$ cat config.mk
export PLATFORM = sky130hd
export DESIGN_NAME = dma_regfile
export DESIGN_NICKNAME = d
export VERILOG_FILES = /design/src/rtl/dmareg_pkg.sv /design/src/rtl/dmareg_decode.sv /design/src/rtl/dmareg_chan.sv /design/src/rtl/dma_regfile.sv
export SDC_FILE = /design/constraint.sdc
export NUM_CORES = 1
export LEC_CHECK = 0
export BUFFER_PORTS_ARGS = -buffer_cell sky130_fd_sc_hd__buf_2
export CORE_MARGIN = 3
export CORE_UTILIZATION = 50
export DETAILED_ROUTE_END_ITERATION = 10
export PLACE_DENSITY = 0.81
export SYNTH_ARGS = -nofsm -noshare
export SYNTH_HDL_FRONTEND = slang
export SYNTH_SLANG_ARGS = --single-unit
$ cat constraint.sdc
create_clock -name clk -period 1.9 [get_ports clk]
set_input_delay 0.095 -clock clk [delete_from_list [all_inputs] [get_ports clk]]
set_output_delay 0.095 -clock clk [all_outputs]
set_load 0.01 [all_outputs]
$ cat src/rtl/dmareg_pkg.sv
package dmareg_pkg;

    localparam int DATA_W = 8;
    localparam int WORD_W = 2 * DATA_W;
    localparam int MODE_W = DATA_W - 2;
    localparam int OFF_W  = 4;

    // Control port offsets (bit 3 set); bit 3 clear selects a channel port.
    localparam logic [OFF_W-1:0] OFF_CMD     = 4'h8;
    localparam logic [OFF_W-1:0] OFF_REQ     = 4'h9;
    localparam logic [OFF_W-1:0] OFF_MASK1   = 4'hA;
    localparam logic [OFF_W-1:0] OFF_MODE    = 4'hB;
    localparam logic [OFF_W-1:0] OFF_CLRPTR  = 4'hC;
    localparam logic [OFF_W-1:0] OFF_MCLR    = 4'hD;
    localparam logic [OFF_W-1:0] OFF_UNMASK  = 4'hE;
    localparam logic [OFF_W-1:0] OFF_MASKALL = 4'hF;

    localparam int SET_BIT     = 2;  // set/clear bit in single-bit writes
    localparam int CMD_DIS_BIT = 2;  // controller disable in command byte

    typedef struct packed {
        logic [WORD_W-1:0] base_addr;
        logic [WORD_W-1:0] cur_addr;
        logic [WORD_W-1:0] base_cnt;
        logic [WORD_W-1:0] cur_cnt;
        logic [MODE_W-1:0] mode;
    } chan_regs_t;

    typedef struct packed {
        logic       chan_acc;   // read or write of a channel port
        logic       chan_wr;    // write of a channel port
        logic [1:0] chan_sel;
        logic       is_cnt;
        logic       wr_cmd;
        logic       wr_req;
        logic       wr_mask1;
        logic       wr_mode;
        logic       wr_clrptr;
        logic       wr_mclr;
        logic       wr_unmask;
        logic       wr_maskall;
        logic       rd_status;
    } port_dec_t;

    function automatic logic [WORD_W-1:0] put_byte(input logic [WORD_W-1:0] word,
                                                   input logic [DATA_W-1:0] b,
                                                   input logic hi);
        logic [WORD_W-1:0] r;
        r = word;
        if (hi) r[WORD_W-1:DATA_W] = b;
        else    r[DATA_W-1:0]      = b;
        return r;
    endfunction

endpackage

$ cat src/rtl/dmareg_decode.sv
module dmareg_decode
    import dmareg_pkg::*;
(
    input  logic             wr_en,
    input  logic             rd_en,
    input  logic [OFF_W-1:0] offset,
    output port_dec_t        dec_o
);

    logic is_ctl;

    always_comb begin
        is_ctl           = offset[OFF_W-1];
        dec_o.chan_acc   = (wr_en | rd_en) & ~is_ctl;
        dec_o.chan_wr    = wr_en & ~is_ctl;
        dec_o.chan_sel   = offset[2:1];
        dec_o.is_cnt     = offset[0];
        dec_o.wr_cmd     = wr_en & (offset == OFF_CMD);
        dec_o.wr_req     = wr_en & (offset == OFF_REQ);
        dec_o.wr_mask1   = wr_en & (offset == OFF_MASK1);
        dec_o.wr_mode    = wr_en & (offset == OFF_MODE);
        dec_o.wr_clrptr  = wr_en & (offset == OFF_CLRPTR);
        dec_o.wr_mclr    = wr_en & (offset == OFF_MCLR);
        dec_o.wr_unmask  = wr_en & (offset == OFF_UNMASK);
        dec_o.wr_maskall = wr_en & (offset == OFF_MASKALL);
        dec_o.rd_status  = rd_en & (offset == OFF_CMD);
    end

endmodule

$ cat src/rtl/dmareg_chan.sv
module dmareg_chan
    import dmareg_pkg::*;
#(
    parameter int CH_ID = 0
) (
    input  logic              clk,
    input  logic              rst_n,
    input  port_dec_t         dec,
    input  logic              byte_hi,
    input  logic [DATA_W-1:0] wdata,
    output chan_regs_t        regs_o
);

    localparam logic [1:0] MY_SEL = 2'(CH_ID);

    chan_regs_t regs_d, regs_q;
    logic       hit, addr_we, cnt_we, mode_we;

    always_comb begin
        hit     = dec.chan_wr & (dec.chan_sel == MY_SEL);
        addr_we = hit & ~dec.is_cnt;
        cnt_we  = hit & dec.is_cnt;
        mode_we = dec.wr_mode & (wdata[1:0] == MY_SEL);

        regs_d = regs_q;
        if (addr_we) begin
            regs_d.base_addr = put_byte(regs_q.base_addr, wdata, byte_hi);
            regs_d.cur_addr  = put_byte(regs_q.cur_addr,  wdata, byte_hi);
        end
        if (cnt_we) begin
            regs_d.base_cnt = put_byte(regs_q.base_cnt, wdata, byte_hi);
            regs_d.cur_cnt  = put_byte(regs_q.cur_cnt,  wdata, byte_hi);
        end
        if (mode_we) begin
            regs_d.mode = wdata[DATA_W-1:2];
        end
    end

    always_ff @(posedge clk or negedge rst_n) begin
        if (!rst_n) regs_q <= '0;
        else        regs_q <= regs_d;
    end

    assign regs_o = regs_q;

endmodule

$ cat src/rtl/dma_regfile.sv
module dma_regfile
    import dmareg_pkg::*;
#(
    parameter int NUM_CH = 4
) (
    input  logic                     clk,
    input  logic                     rst_n,
    input  logic                     wr_en,
    input  logic                     rd_en,
    input  logic [3:0]               offset,
    input  logic [7:0]               wdata,
    output logic [7:0]               rdata_o,
    output logic [NUM_CH*16-1:0]     base_addr_o,
    output logic [NUM_CH*16-1:0]     cur_addr_o,
    output logic [NUM_CH*16-1:0]     base_cnt_o,
    output logic [NUM_CH*16-1:0]     cur_cnt_o,
    output logic [NUM_CH*6-1:0]      mode_o,
    output logic [NUM_CH-1:0]        mask_o,
    output logic [7:0]               cmd_o,
    output logic [NUM_CH-1:0]        req_o,
    output logic [NUM_CH-1:0]        chan_en_o
);

    localparam int STAT_PAD = DATA_W - NUM_CH;

    typedef struct packed {
        logic              byte_hi;
        logic [NUM_CH-1:0] mask;
        logic [DATA_W-1:0] cmd;
        logic [NUM_CH-1:0] req;
    } ctl_t;

    port_dec_t         dec;
    ctl_t              ctl_d, ctl_q;
    chan_regs_t        regs [NUM_CH];
    logic [WORD_W-1:0] rd_word;
    logic [DATA_W-1:0] rd_byte;
    logic              byte_hi_w;

    dmareg_decode u_decode (
        .wr_en  (wr_en),
        .rd_en  (rd_en),
        .offset (offset),
        .dec_o  (dec)
    );

    for (genvar g = 0; g < NUM_CH; g++) begin : g_chan
        dmareg_chan #(.CH_ID(g)) u_chan (
            .clk     (clk),
            .rst_n   (rst_n),
            .dec     (dec),
            .byte_hi (ctl_q.byte_hi),
            .wdata   (wdata),
            .regs_o  (regs[g])
        );
        assign base_addr_o[g*WORD_W +: WORD_W] = regs[g].base_addr;
        assign cur_addr_o [g*WORD_W +: WORD_W] = regs[g].cur_addr;
        assign base_cnt_o [g*WORD_W +: WORD_W] = regs[g].base_cnt;
        assign cur_cnt_o  [g*WORD_W +: WORD_W] = regs[g].cur_cnt;
        assign mode_o     [g*MODE_W +: MODE_W] = regs[g].mode;
    end

    // Next state of the shared control registers.
    always_comb begin
        ctl_d = ctl_q;
        if (dec.chan_acc)  ctl_d.byte_hi = ~ctl_q.byte_hi;
        if (dec.wr_clrptr) ctl_d.byte_hi = 1'b0;
        if (dec.wr_cmd)    ctl_d.cmd = wdata;
        if (dec.wr_req)    ctl_d.req[wdata[1:0]] = wdata[SET_BIT];
        if (dec.wr_mask1)  ctl_d.mask[wdata[1:0]] = wdata[SET_BIT];
        if (dec.wr_unmask) ctl_d.mask = '0;
        if (dec.wr_maskall) ctl_d.mask = wdata[NUM_CH-1:0];
        if (dec.wr_mclr) begin
            ctl_d.byte_hi = 1'b0;
            ctl_d.cmd     = '0;
            ctl_d.req     = '0;
            ctl_d.mask    = '1;
        end
    end

    always_ff @(posedge clk or negedge rst_n) begin
        if (!rst_n) begin
            ctl_q         <= '0;
            ctl_q.mask    <= '1;
        end else begin
            ctl_q <= ctl_d;
        end
    end

    // Read path: combinational from the current state.
    always_comb begin
        rd_word = dec.is_cnt ? regs[dec.chan_sel].cur_cnt : regs[dec.chan_sel].cur_addr;
        rd_byte = ctl_q.byte_hi ? rd_word[WORD_W-1:DATA_W] : rd_word[DATA_W-1:0];
        rdata_o = '0;
        if (rd_en && !offset[OFF_W-1]) rdata_o = rd_byte;
        else if (dec.rd_status)        rdata_o = {ctl_q.req, {STAT_PAD{1'b0}}};
    end

    assign byte_hi_w = ctl_q.byte_hi;
    assign mask_o    = ctl_q.mask;
    assign cmd_o     = ctl_q.cmd;
    assign req_o     = ctl_q.req;
    assign chan_en_o = ~ctl_q.mask & {NUM_CH{~ctl_q.cmd[CMD_DIS_BIT]}};

endmodule

==> impl_metrics.tcl, run 1 <==
set metrics [dict create \
    run_status "finished, violations left" \
    violations "negative setup slack" \
    clk-insertion-delay-late_ps 430 \
    cts.path.max_buffers 2 \
    number_of_search_and_repair_iterations_in_the_first_detailed_routing_pass 5 \
    critPathCaptureType "output port" \
    netlist.area_leader.share_pct 47.3 \
    clock_tree.root_cell "clkbuf_16" \
    synth.net_count 722 \
    start_util_pct 51.9 \
    antenna_cells 0 \
    design_area_um2 11100 \
    first_pass_grt_wire_length_um 40900 \
    fin_worst_skew_ps 11.0 \
    actual_transition_at_the_worst_max_transition_pin_ps 559 \
    timing.hold.ws_ps 40.1 \
    tritoncts "yes" \
    die_x_um 138 \
    vias_per_cell 5.58 \
    boundaryPins 324 \
    seqCellArea_um2 4240 \
    dieArea_um2 19100 \
    syn_area_per_cell_um2 12.4 \
    finish.net_count 999 \
    netlist.top_cell.by_area "dfrtp_1" \
    cts_buffers 17 \
    clock_sinks 169 \
    routed_wl_um 27000 \
    async_set_reset_flop_share_out_of_synthesis_pct 100 \
    syn_area_um2 8740 \
    ctsHtreeMaxLevel 4 \
    worstPathArrival_ps 1900 \
    dp_hpwl_um 18900 \
    multiInputGateArea_um2 3370 \
    overflow 0 \
    path_max_fanout 2 \
    syn_to_final_growth_pct 27.1 \
    preCtsSetupSlack_ps 93.9 \
    final_layout_size_suffix_gt1_share_pct 65.3 \
    synth_enable_flop_cells 0 \
    worst_ir_drop_vdd_uv 862 \
    detailed_place.area_um2 9840 \
    power-per-cell-area_nw_per_um2 1280 \
    fin_crit_ps 2000 \
    fmax_mhz 500 \
    post_synthesis_instance_total 706 \
    detail_route.drc_violations 0 \
    antenna_violating_nets_post_route 0 \
    worst_ep_required_time_ps 1800 \
    setup_slack_ps -98.6 \
    synth.ff_latch_count 169 \
    synth_flop_cell "dfrtp_1" \
    n_fill_cell 1281 \
    setup.worst_path.start_class "register" \
    die_height_um 138 \
    post_synth_num_cell_types 40 \
    postLayoutCoreUtil_pct 66.0 \
    finalHoldViolations 0 \
    place_congestion 0.887 \
    worstSetupPathType "reg2out" \
    vias 6789 \
    timing.final.setup_violations 5 \
    count_of_input_and_output_buffers 323 \
    drv.max_cap_violation_count 0 \
    unrepaired_setup_endpoints_after_global_routing "yes" \
    total_grt_usage_pct 27.8 \
    synth_area_leaders "dfrtp_1 (47%), mux2_2 (19%), buf_4 (11%)" \
    holdCritPathClass "in2reg" \
    rows 47 \
    grt_max_degree 58 \
    first_iter_violations 457 \
    post-route-period-util_pct 105 \
    power.leakage_nw 5.89 \
    slew_violations 0 \
    setup_total_negative_slack_ps -253 \
    grt_antenna_before_repair 0 \
    clk_transition_reported_paths_ps 60 \
    floorplan.core_area_um2 16800 \
    synth.yosys.seq_area_share_pct 48.5 \
    ys.warnings.count 0 \
    max_slew_margin_pct 62.7 \
    first_global_vias 6590 \
    wl_per_cell_um 22.2 \
]
[routing by layer]
metal  share of wire [%]  track usage [%]  up-vias  routed length [µm]
li1                    -                -     2922                   -
met1                  40             36.6     3471               10700
met2                  51             47.8      362               13800
met3                 7.7             5.15       34                2090
met4                 1.6             7.12        0                 437
met5                   0                0        -                   0
[registers in the layout (all words and copies together), names as in the netlist]
register / cells
byte_hi_w: 1
cmd_o: 8
g_chan.u_chan.regs_o: 152
mask_o: 4
req_o: 4
[cell type report]
class	instances	share of cell area (%)
sequential	169	38.2
tap	220	2.48
timing repair buffer	429	22.4
multi-input combinational	360	30.3
inverter	6	0.203
clock inverter	12	2.17
clock buffer	20	4.20
[critical path: stages, from the launching register on]
cell	delay, ps
dfrtp_1	380
mux4_2	490
o2111ai_2	210
o211ai_1	200
buf_2	190
[report_power, final]
group,internal (mW),switching [mW],leakage (nW)
sequential,4.43,0.739,2.15
clock,2.70,1.45,0.346
combinational,2.45,2.39,3.39
total,9.59,4.59,5.89
[cells in the final DEF, fill, tap and decap left out, types with 5 or more instances in the layout]
cell	instances
o21ai_0	21
nand3_1	19
buf_4	100
bufinv_16	7
nand2_1	43
o22ai_1	6
nand2b_1	5
mux2_2	143
nor2b_1	7
dfrtp_1	162
mux4_2	26
buf_2	321
mux2i_1	20
clkbuf_16	17
a21oi_1	15
inv_1	5
buf_12	5
nor2_1	14
[path summary, 6_finish.rpt]
kind	slack, ps	from	end	cells past startpoint
worst max-delay path	-100	g_chan[3].u_chan.regs_o[59]	rdata_o[5]	4
worst min-delay path	40	rd_en	byte_hi_w	3
worst max register to register	140	byte_hi_w	g_chan[3].u_chan.regs_o[24]	4
worst min register to register	510	g_chan[0].u_chan.regs_o[4]	g_chan[0].u_chan.regs_o[4]	1
max in group asynchronous	1000	rst_n	mask_o[1]	3
min in group asynchronous	120	rst_n	g_chan[0].u_chan.regs_o[57]	2
[logic make-up after synthesis]
group | synth area share, %
muxes | 27.9
and+or+nand+nor | 6.27
AOI/OAI and AO/OA | 4.01
DFF | 48.5
buffers and inverters | 13.3
[what timing repair did]
| item | in CTS | in global routing |
|---|---|---|
| endpoints found under the hold margin | 138 | 0 |
| hold buffers | 1 | 0 |
| resized for setup | 7 | 7 |
| pin swaps | 4 | 3 |
| endpoints found under the setup margin | 7 | 8 |
| setup buffers | 43 | 24 |
[stage by stage]
step	power (mW)	cells
2_1_floorplan	8.18	706
3_3_place_gp	9.39	1116
3_5_place_dp	9.50	1116
4_1_cts	14.0	1192
5_1_grt	14.8	1216
6_report	14.2	1216
[synthesized netlist by cell type (all sizes together) (5+ instances only)]
master and instances:
nor2 15, a21oi 15, dfrtp 165, nand2 44, o21ai 22, nand3 20, mux2i 23, o22ai 6
mux2 144, mux4 26, clkbuf 24, nand2b 5, buf 147, nor2b 7, inv 5
No activity file was read; power rests on OpenSTA's default activity.
==> inputs of run 2 (changes only) <==
--- a/config.mk
+++ b/config.mk
@@ -10,6 +10,7 @@
 export CORE_UTILIZATION = 50
 export DETAILED_ROUTE_END_ITERATION = 10
 export PLACE_DENSITY = 0.81
+export RECOVER_POWER = 50
 export SYNTH_ARGS = -nofsm -noshare
 export SYNTH_HDL_FRONTEND = slang
 export SYNTH_SLANG_ARGS = --single-unit
==> impl_metrics.tcl, run 2 (synthesized netlist as in run 1, its figures left out) <==
set metrics [dict create \
    run_status "finished, violations left" \
    violations "negative setup slack" \
    clock_sinks 169 \
    setup_slack_ps -101 \
    count_of_input_and_output_buffers 323 \
    worstSetupPathType "reg2out" \
    ctsHtreeMaxLevel 4 \
    cts.path.max_buffers 2 \
    antenna_violating_nets_post_route 0 \
    wl_per_cell_um 22.2 \
    first_iter_violations 476 \
    rows 47 \
    grt_max_degree 58 \
    antenna_cells 0 \
    crit_buf_inv 1 \
    post-route-period-util_pct 105 \
    syn_to_final_growth_pct 24.6 \
    max_slew_margin_pct 43.5 \
    met1_usage_pct 36.6 \
    critPathMaxStageDelay_ps 490 \
    worst_ir_drop_vdd_uv 857 \
    tritoncts "yes" \
    clk-insertion-delay-late_ps 430 \
    cts_buffers 17 \
    worst_ep_required_time_ps 1800 \
    first_pass_grt_wire_length_um 40900 \
    worstPathArrival_ps 1910 \
    timing.critical_path.cells "mux4_2 > o2111ai_2 > o211ai_1 > buf_2" \
    timing.final.setup_violations 6 \
    vias_per_cell 5.58 \
    groute.layer.met2.usage_pct 47.8 \
    die_height_um 138 \
    cpMaxStageDelayCell "mux4_2" \
    design_area_um2 10900 \
    dieArea_um2 19100 \
    first_global_vias 6590 \
    clock_tree.root_cell "clkbuf_16" \
    fmax_mhz 500 \
    finish.net_count 999 \
    clk_transition_reported_paths_ps 60 \
    critPathCaptureType "output port" \
    slew_violations 0 \
    drv.max_cap_violation_count 0 \
    routed_wl_um 27000 \
    overflow 0 \
    power-per-cell-area_nw_per_um2 1290 \
    unrepaired_setup_endpoints_after_global_routing "yes" \
    grt-busiest-layer "met2" \
    boundaryPins 324 \
    power.leakage_nw 5.37 \
    die_x_um 138 \
    detail_route.drc_violations 0 \
    detailed_place.area_um2 9840 \
    floorplan.core_area_um2 16800 \
    most_frequent_cells_in_the_layout "buf_2 (175), dfrtp_1 (162), clkbuf_1 (146)" \
    path_max_fanout 2 \
    post-place-cells 1116 \
    path_delay_family "multiplexers" \
    dp_hpwl_um 18900 \
    start_util_pct 51.9 \
    layout.cells.non_filler 1216 \
    n_fill_cell 1375 \
    finalHoldViolations 0 \
    fin_crit_ps 2000 \
    total_grt_usage_pct 27.8 \
    vias 6789 \
    fin_worst_skew_ps 13.0 \
    actual_transition_at_the_worst_max_transition_pin_ps 847 \
    setup.worst_path.start_class "register" \
    holdCritPathClass "in2reg" \
    met3_usage_pct 5.15 \
    final_layout_size_suffix_gt1_share_pct 50.6 \
    grt_antenna_before_repair 0 \
    largest_register_ff_count 152 \
    number_of_search_and_repair_iterations_in_the_first_detailed_routing_pass 5 \
    mostFrequentLayoutCell "buf_2" \
    place_congestion 0.887 \
    timing.hold.ws_ps 35.7 \
]
-- run 2: changes by cell type in the layout (fill, tap and decap cells not counted) --
cell      change
buf_2       -146
clkbuf_1    +146
buf_12        -2
clkbuf_2      +2
buf_6         -1
clkbuf_4      +1
-- run 2: layout make-up --
type / instances / area (µm²) / share of cell area [%]
repair buffers: 429 / 2270 / 20.9
inverters: 6 / 22.5 / 0.207
clock inverters: 12 / 241 / 2.22
flip-flops and latches: 169 / 4240 / 38.9
well taps: 220 / 275 / 2.53
multi-input cells: 360 / 3370 / 31.0
clock buffers: 20 / 467 / 4.29
-- run 2: per-stage QoR --
| stage | setup slack, ps | setup TNS, ps | power, mW | utilization (%) |
|---|---|---|---|---|
| floorplan | 257 | 0 | 8.18 | - |
| global placement | 91.0 | 0 | 9.39 | 58.5 |
| detailed placement | 93.9 | 0 | 9.50 | 58.5 |
| CTS | -109 | -315 | 14.0 | 64.8 |
| global route | -178 | -916 | 14.6 | 64.7 |
| finish | -101 | -274 | 14.0 | 64.7 |
-- run 2: what timing repair did --
action | 4_1_cts | 5_1_grt
hold buffers | 1 | 0
resized for setup | 7 | 7
hold endpoints to repair | 138 | 0
setup endpoints to repair | 7 | 8
gates cloned | 0 | 0
pin swaps | 4 | 3
setup buffers | 43 | 24
-- run 2: layer usage --
metal,routed length [µm],vias up
met4,475,0
met1,10600,3457
met2,13800,367
met3,2120,38
met5,0,-
li1,-,2927
-- run 2: where the power goes --
group	switching, mW	leakage (nW)	internal [mW]	total [mW]
clock	1.46	0.346	2.70	4.16
combinational	2.40	2.87	2.25	4.65
sequential	0.758	2.15	4.43	5.19
-- run 2: worst reg2reg max path, cell delays in order, from the launching register on --
cell and delay [ps]:
dfrtp_1 400, nor2_1 130, and3_1 250, and3_1 470, mux2_2 390
-- run 2: worst paths after layout --
check	startpoint	end	slack (ps)	depth (start not counted)
setup / recovery	g_chan[3].u_chan.regs_o[59]	rdata_o[5]	-100	4
hold / removal	rd_en	byte_hi_w	40	3
setup reg to reg	byte_hi_w	g_chan[3].u_chan.regs_o[24]	150	4
hold reg to reg	byte_hi_w	byte_hi_w	510	1
max in group asynchronous	rst_n	g_chan[2].u_chan.regs_o[64]	260	3
min in group asynchronous	rst_n	g_chan[0].u_chan.regs_o[57]	300	2
